**src/rtl/band_cal_pkg.sv**
```systemverilog
package band_cal_pkg;

    typedef enum logic [2:0] {
        PH_IDLE,
        PH_ARM,
        PH_LO_SET,
        PH_LO_CNT,
        PH_HI_SET,
        PH_HI_CNT,
        PH_CALC,
        PH_APPLY
    } cal_phase_e;

endpackage

```
**src/rtl/vco_cycle_counter.sv**
```systemverilog
module vco_cycle_counter #(
    parameter int CNT_W = 16
) (
    input  logic             clk,
    input  logic             rst_n,
    input  logic             ref_tick,
    input  logic             vco_tick,
    output logic [CNT_W-1:0] count_o
);

    logic [CNT_W-1:0] cnt_d, cnt_q;

    // Restart at every reference boundary; the strobe on that clock opens the new window.
    always_comb begin
        cnt_d = cnt_q;
        if (ref_tick) begin
            cnt_d = vco_tick ? CNT_W'(1) : '0;
        end else if (vco_tick && (cnt_q != '1)) begin
            cnt_d = cnt_q + CNT_W'(1);
        end
    end

    always_ff @(posedge clk or negedge rst_n) begin
        if (!rst_n) cnt_q <= '0;
        else        cnt_q <= cnt_d;
    end

    assign count_o = cnt_q;

endmodule

```
**src/rtl/band_restoring_divider.sv**
```systemverilog
module band_restoring_divider #(
    parameter int NUM_W = 24,
    parameter int DEN_W = 16
) (
    input  logic             clk,
    input  logic             rst_n,
    input  logic             go,
    input  logic [NUM_W-1:0] numer,
    input  logic [DEN_W-1:0] denom,
    output logic [NUM_W-1:0] quot_o
);

    localparam int STEP_W = $clog2(NUM_W + 1);

    typedef struct packed {
        logic [DEN_W-1:0]  rem;
        logic [NUM_W-1:0]  quo;
        logic [DEN_W-1:0]  den;
        logic [STEP_W-1:0] step;
        logic              run;
    } div_state_t;

    div_state_t s_d, s_q;
    logic [DEN_W:0] partial;
    logic           take;

    always_comb begin
        s_d     = s_q;
        partial = {s_q.rem, s_q.quo[NUM_W-1]};
        take    = partial >= {1'b0, s_q.den};
        if (go) begin
            s_d.rem  = '0;
            s_d.quo  = numer;
            s_d.den  = denom;
            s_d.step = '0;
            s_d.run  = 1'b1;
        end else if (s_q.run) begin
            s_d.rem  = take ? DEN_W'(partial - {1'b0, s_q.den}) : partial[DEN_W-1:0];
            s_d.quo  = {s_q.quo[NUM_W-2:0], take};
            s_d.step = s_q.step + STEP_W'(1);
            if (s_q.step == STEP_W'(NUM_W - 1)) s_d.run = 1'b0;
        end
    end

    always_ff @(posedge clk or negedge rst_n) begin
        if (!rst_n) s_q <= '0;
        else        s_q <= s_d;
    end

    assign quot_o = s_q.quo;

endmodule

```
**src/rtl/band_code_select.sv**
```systemverilog
module band_code_select #(
    parameter int CODE_W = 7,
    parameter int CMP_W  = 16,
    parameter int NUM_W  = 24
) (
    input  logic [CMP_W-1:0]  est_v,
    input  logic [CMP_W-1:0]  lo_v,
    input  logic [CMP_W-1:0]  hi_v,
    input  logic [NUM_W-1:0]  quot,
    output logic [CODE_W-1:0] code_o,
    output logic              fault_o
);

    localparam logic [CODE_W-1:0] MID_CODE  = CODE_W'(1) << (CODE_W - 1);
    localparam logic [CODE_W-1:0] FULL_CODE = '1;

    always_comb begin
        fault_o = 1'b0;
        if (hi_v <= lo_v) begin
            code_o  = MID_CODE;
            fault_o = 1'b1;
        end else if (est_v <= lo_v) begin
            code_o = '0;
        end else if (est_v >= hi_v) begin
            code_o = FULL_CODE;
        end else if (quot > NUM_W'(FULL_CODE)) begin
            code_o = FULL_CODE;
        end else begin
            code_o = quot[CODE_W-1:0];
        end
    end

endmodule

```
**src/rtl/vco_band_cal.sv**
```systemverilog
module vco_band_cal
    import band_cal_pkg::*;
#(
    parameter int CODE_W  = 7,
    parameter int CNT_W   = 16,
    parameter int RATIO_W = 16
) (
    input  logic               clk,
    input  logic               rst_n,
    input  logic               start,
    input  logic [RATIO_W-1:0] est_ratio,
    input  logic               ref_tick,
    input  logic               vco_tick,
    output logic [CODE_W-1:0]  band_code,
    output logic               busy,
    output logic               done,
    output logic               cal_fault
);

    localparam int CMP_W = (CNT_W > RATIO_W) ? CNT_W : RATIO_W;
    localparam int NUM_W = CMP_W + CODE_W + 1;
    localparam logic [CODE_W-1:0] FULL_CODE = '1;

    typedef struct packed {
        cal_phase_e         phase;
        logic [RATIO_W-1:0] est;
        logic [CNT_W-1:0]   lo;
        logic [CNT_W-1:0]   hi;
        logic [CODE_W-1:0]  code;
        logic               done;
        logic               fault;
        logic               go;
    } cal_state_t;

    cal_state_t st_d, st_q;

    logic [CNT_W-1:0]  cnt_w;
    logic [CMP_W-1:0]  est_x, lo_x, hi_x, span, offs;
    logic [NUM_W-1:0]  numer, quot_w;
    logic [CODE_W-1:0] sel_code;
    logic              sel_fault;
    cal_phase_e        phase_w;
    logic [RATIO_W-1:0] est_w;

    vco_cycle_counter #(.CNT_W(CNT_W)) cnt_i (
        .clk      (clk),
        .rst_n    (rst_n),
        .ref_tick (ref_tick),
        .vco_tick (vco_tick),
        .count_o  (cnt_w)
    );

    // Interpolation operands, formed from the latched endpoints and target.
    always_comb begin
        est_x = CMP_W'(st_q.est);
        lo_x  = CMP_W'(st_q.lo);
        hi_x  = CMP_W'(st_q.hi);
        span  = hi_x - lo_x;
        offs  = est_x - lo_x;
        numer = NUM_W'(offs) * NUM_W'(FULL_CODE) + NUM_W'(span >> 1);
    end

    band_restoring_divider #(.NUM_W(NUM_W), .DEN_W(CMP_W)) div_i (
        .clk    (clk),
        .rst_n  (rst_n),
        .go     (st_q.go),
        .numer  (numer),
        .denom  (span),
        .quot_o (quot_w)
    );

    band_code_select #(.CODE_W(CODE_W), .CMP_W(CMP_W), .NUM_W(NUM_W)) sel_i (
        .est_v   (est_x),
        .lo_v    (lo_x),
        .hi_v    (hi_x),
        .quot    (quot_w),
        .code_o  (sel_code),
        .fault_o (sel_fault)
    );

    always_comb begin
        st_d      = st_q;
        st_d.done = 1'b0;
        st_d.go   = 1'b0;
        unique case (st_q.phase)
            PH_IDLE: if (start) begin
                st_d.est   = est_ratio;
                st_d.fault = 1'b0;
                st_d.phase = PH_ARM;
            end
            PH_ARM: if (ref_tick) begin
                st_d.code  = '0;
                st_d.phase = PH_LO_SET;
            end
            PH_LO_SET: if (ref_tick) st_d.phase = PH_LO_CNT;
            PH_LO_CNT: if (ref_tick) begin
                st_d.lo    = cnt_w;
                st_d.code  = FULL_CODE;
                st_d.phase = PH_HI_SET;
            end
            PH_HI_SET: if (ref_tick) st_d.phase = PH_HI_CNT;
            PH_HI_CNT: if (ref_tick) begin
                st_d.hi    = cnt_w;
                st_d.go    = 1'b1;
                st_d.phase = PH_CALC;
            end
            PH_CALC: if (ref_tick) begin
                st_d.code  = sel_code;
                st_d.fault = sel_fault;
                st_d.done  = 1'b1;
                st_d.phase = PH_APPLY;
            end
            PH_APPLY: if (ref_tick) st_d.phase = PH_IDLE;
            default: st_d.phase = PH_IDLE;
        endcase
    end

    always_ff @(posedge clk or negedge rst_n) begin
        if (!rst_n) begin
            st_q       <= '0;
            st_q.phase <= PH_IDLE;
        end else begin
            st_q <= st_d;
        end
    end

    assign phase_w   = st_q.phase;
    assign est_w     = st_q.est;
    assign band_code = st_q.code;
    assign busy      = st_q.phase != PH_IDLE;
    assign done      = st_q.done;
    assign cal_fault = st_q.fault;

endmodule

```
**config.mk**
```make
export PLATFORM = sky130hd
export DESIGN_NAME = vco_band_cal
export DESIGN_NICKNAME = d
export VERILOG_FILES = /design/src/rtl/band_cal_pkg.sv /design/src/rtl/vco_cycle_counter.sv /design/src/rtl/band_restoring_divider.sv /design/src/rtl/band_code_select.sv /design/src/rtl/vco_band_cal.sv
export SDC_FILE = /design/constraint.sdc
export NUM_CORES = 1
export LEC_CHECK = 0
export CAP_MARGIN = 0
export CORE_MARGIN = 3
export CORE_UTILIZATION = 60
export CTS_CLUSTER_DIAMETER = 60
export DETAILED_ROUTE_END_ITERATION = 10
export PLACE_DENSITY = 0.78
export SETUP_SLACK_MARGIN = 0.4
export SYNTH_ARGS = -nofsm -noshare
export SYNTH_HDL_FRONTEND = slang
export SYNTH_SLANG_ARGS = --single-unit
```
**constraint.sdc**
```tcl
create_clock -name clk -period 11.8 [get_ports clk]
set_input_delay 2.36 -clock clk [delete_from_list [all_inputs] [get_ports clk]]
set_output_delay 2.36 -clock clk [all_outputs]
set_load 0.03 [all_outputs]
```
==> qor.yml <==
floorplan:
  die_x_um: 147.7
  die_y_um: 147.7
  core_region_area_um2: 19590
  start_util: 0.6149
  num_io_pins: 31
  design.die.area_um2: 21810
  rows: 51
finish:
  regArea_um2: 3481
  syn2layout_area_growth_pct: 9.264
  antenna_cells: 0
  multi_input_area_um2: 7749
  finalNonFillerCells: 1641
  drive_above_1_share: 0.05378
  nets: 1565
  fillers: 1598
place:
  dp.cells: 1609
  gp_congestion: 0.9068
  pre_cts_slack_ns: 4.997
  port_buffers: 30
  dp_hpwl_mm: 20.45
logic_synthesis:
  syn_area_um2: 12050
  async_flop_share: 1.000
  synth_cell_types: 71
  avgSynthCellArea_um2: 8.917
  netlist.area_leader.share: 0.2887
  synth_area_leader_cell: "dfrtp_1"
  yosysMostFrequentCell: "inv_1"
  ys_seq_elements: 139
  synth_cells: 1351
  synthTopCellsByArea: "dfrtp_1 (29%), ha_1 (13%), fa_1 (9.1%)"
  synth_nets: 1553
  ys_seq_area_frac: 0.2887
  synthFlopType: "dfrtp_1"
  synth_edf_count: 0
  synth_common_cells: "inv_1 (175), dfrtp_1 (139), nand2_1 (137)"
  ys_warn_count: 0
worst_setup_path:
  cp_data_arrival_time_ns: 7.14
  max_stage_delay_ns: 0.55
  crit_buf_inv: 4
  crit_type: "reg -> reg"
  crit_family: "compound AO/OA/AOI/OAI gates"
  path_common_cell: "inv_1"
  critPathCaptureType: "register"
  cp_max_fo: 8
  critPathSlowestCell: "fa_1"
  startpoint_type: "register"
  required_ns: 12.13
timing:
  max_freq_ghz: 0.1468
  worstMarginPinSlew_ns: 1.104
  setup_slack_ns: 4.990
  slew_viol_final: 0
  finalCritPeriodShare: 0.5771
  setup_viol: 0
  fin_crit_ns: 6.810
  hold_violations: 0
  setup_tns_ns: 0
  rsz0062_at_grt: "no"
  max_slew_margin: 0.2638
  fin_skew_ns: 0.01390
  whs_ns: 0.4798
drt:
  post_drt_wl_per_cell_um: 16.39
  first_pass_iters: 5
  drc: 0
  antenna_left: 0
  routed_wl_mm: 26.89
  post_drt_via_cell_ratio: 5.792
  drt-initial-drc-count: 710
  vias: 9505
global_route:
  grt_pass1_wl_mm: 45.86
  grt_pass1_vias: 9509
  grt.total_usage: 0.2581
  antenna_found_initial: 0
  grt.overflow.total: 0
  grt_start_max_net_pins: 88
clock_tree:
  cts_buffers: 17
  cts_sinks: 139
  htreeDepth: 4
  worstSkewPairLatency_ns: 0.43
  cts_setup_buffers: 0
  ctsResizeCount: 0
  path_clk_slew_ns: 0.06
  hold_buffers: 0
  root_buffer: "clkbuf_16"
  clockBufferDepth: 2
  cts_tree: "built"
worst_hold_path:
  hold_class: "reg -> reg"
run_status:
  run_status: "complete, no violations"
run:
  drv_cap: 0
[logic make-up after synthesis]
kind of cell / after synthesis / synth area share
multiplexers: 52 / 0.04539
flip-flops: 139 / 0.2887
AO/OA/AOI/OAI: 298 / 0.1583
buffers and inverters: 218 / 0.06834
AND/OR/NAND/NOR: 372 / 0.1450
XOR/XNOR: 86 / 0.06782
adder cells (fa/ha/maj): 186 / 0.2264
[registers in the layout, indices dropped and copies added, names as in the netlist]
signal         flops
div_i.quot_o      24
div_i.s_q         22
cnt_i.count_o     16
div_i.partial     16
est_w             16
hi_x              16
lo_x              16
band_code          7
phase_w            3
cal_fault          1
done               1
st_q               1
[worst reg2reg max path, stage by stage (launching register included)]
cell,delay [ns]
dfrtp_1,0.38
inv_1,0.10
ha_1,0.31
nor2b_1,0.16
o31a_1,0.28
o31ai_1,0.47
a211o_1,0.31
o21bai_1,0.14
a311o_1,0.36
a21oi_1,0.17
xnor2_1,0.38
fa_1,0.52
inv_1,0.10
ha_1,0.23
inv_1,0.07
fa_1,0.44
fa_1,0.55
inv_1,0.04
ha_1,0.38
a21o_1,0.19
a21oi_1,0.15
nor2b_1,0.06
o21ai_0,0.14
a21oi_1,0.10
o31a_1,0.30
o21a_1,0.18
o31ai_1,0.18
[stage by stage]
stage,cell area (um2),utilization
finish,13160,0.6719
global route,13160,0.6719
CTS,13160,0.6719
detailed placement,12550,0.6408
global placement,12550,0.6408
floorplan,12050,-
[per-layer routing]
metal  up-vias  global-route usage  routed length (um)
met4         0             0.09972                 909
met1      4585              0.3402               11850
li1       4648                   -                   -
met5         -                   0                   0
met2       224              0.4375               12980
met3        48             0.03219                1147
[worst paths after layout]
path	from	end	slack, ns	cells after the start
setup / recovery	lo_x[1]	div_i.quot_o[23]	4.99	26
hold / removal	band_code[0]	band_code[0]	0.48	2
setup reg to reg	lo_x[1]	div_i.quot_o[23]	4.99	26
hold reg to reg	band_code[0]	band_code[0]	0.48	2
max in group asynchronous	rst_n	st_q[0]	8.42	2
min in group asynchronous	rst_n	div_i.s_q[3]	1.92	1
[placed cells by master (no fill, tap or decap), drive strengths merged, types with 15 or more instances in the layout]
| cell type | count |
|---|---|
| clkdlybuf4s50 | 29 |
| nor3 | 32 |
| nand2 | 137 |
| ha | 126 |
| o21ai | 99 |
| xor2 | 34 |
| nand4 | 15 |
| clkbuf | 19 |
| nor2b | 22 |
| nor2 | 83 |
| a21oi | 61 |
| nand3 | 22 |
| a211oi | 22 |
| mux2 | 21 |
| fa | 55 |
| a21o | 31 |
| mux2i | 31 |
| inv | 180 |
| dfrtp | 139 |
| xnor2 | 52 |
[final cells by class]
type / count / share of cell area
repair buffers: 33 / 0.02462
flip-flops and latches: 139 / 0.2644
clock buffers: 19 / 0.03365
inverters: 178 / 0.05076
clock inverters: 13 / 0.01264
multi-input cells: 994 / 0.5887
well taps: 265 / 0.02519
Power is not shown: default switching activity piles up to over one toggle a cycle in this logic, so the estimate is an artifact.
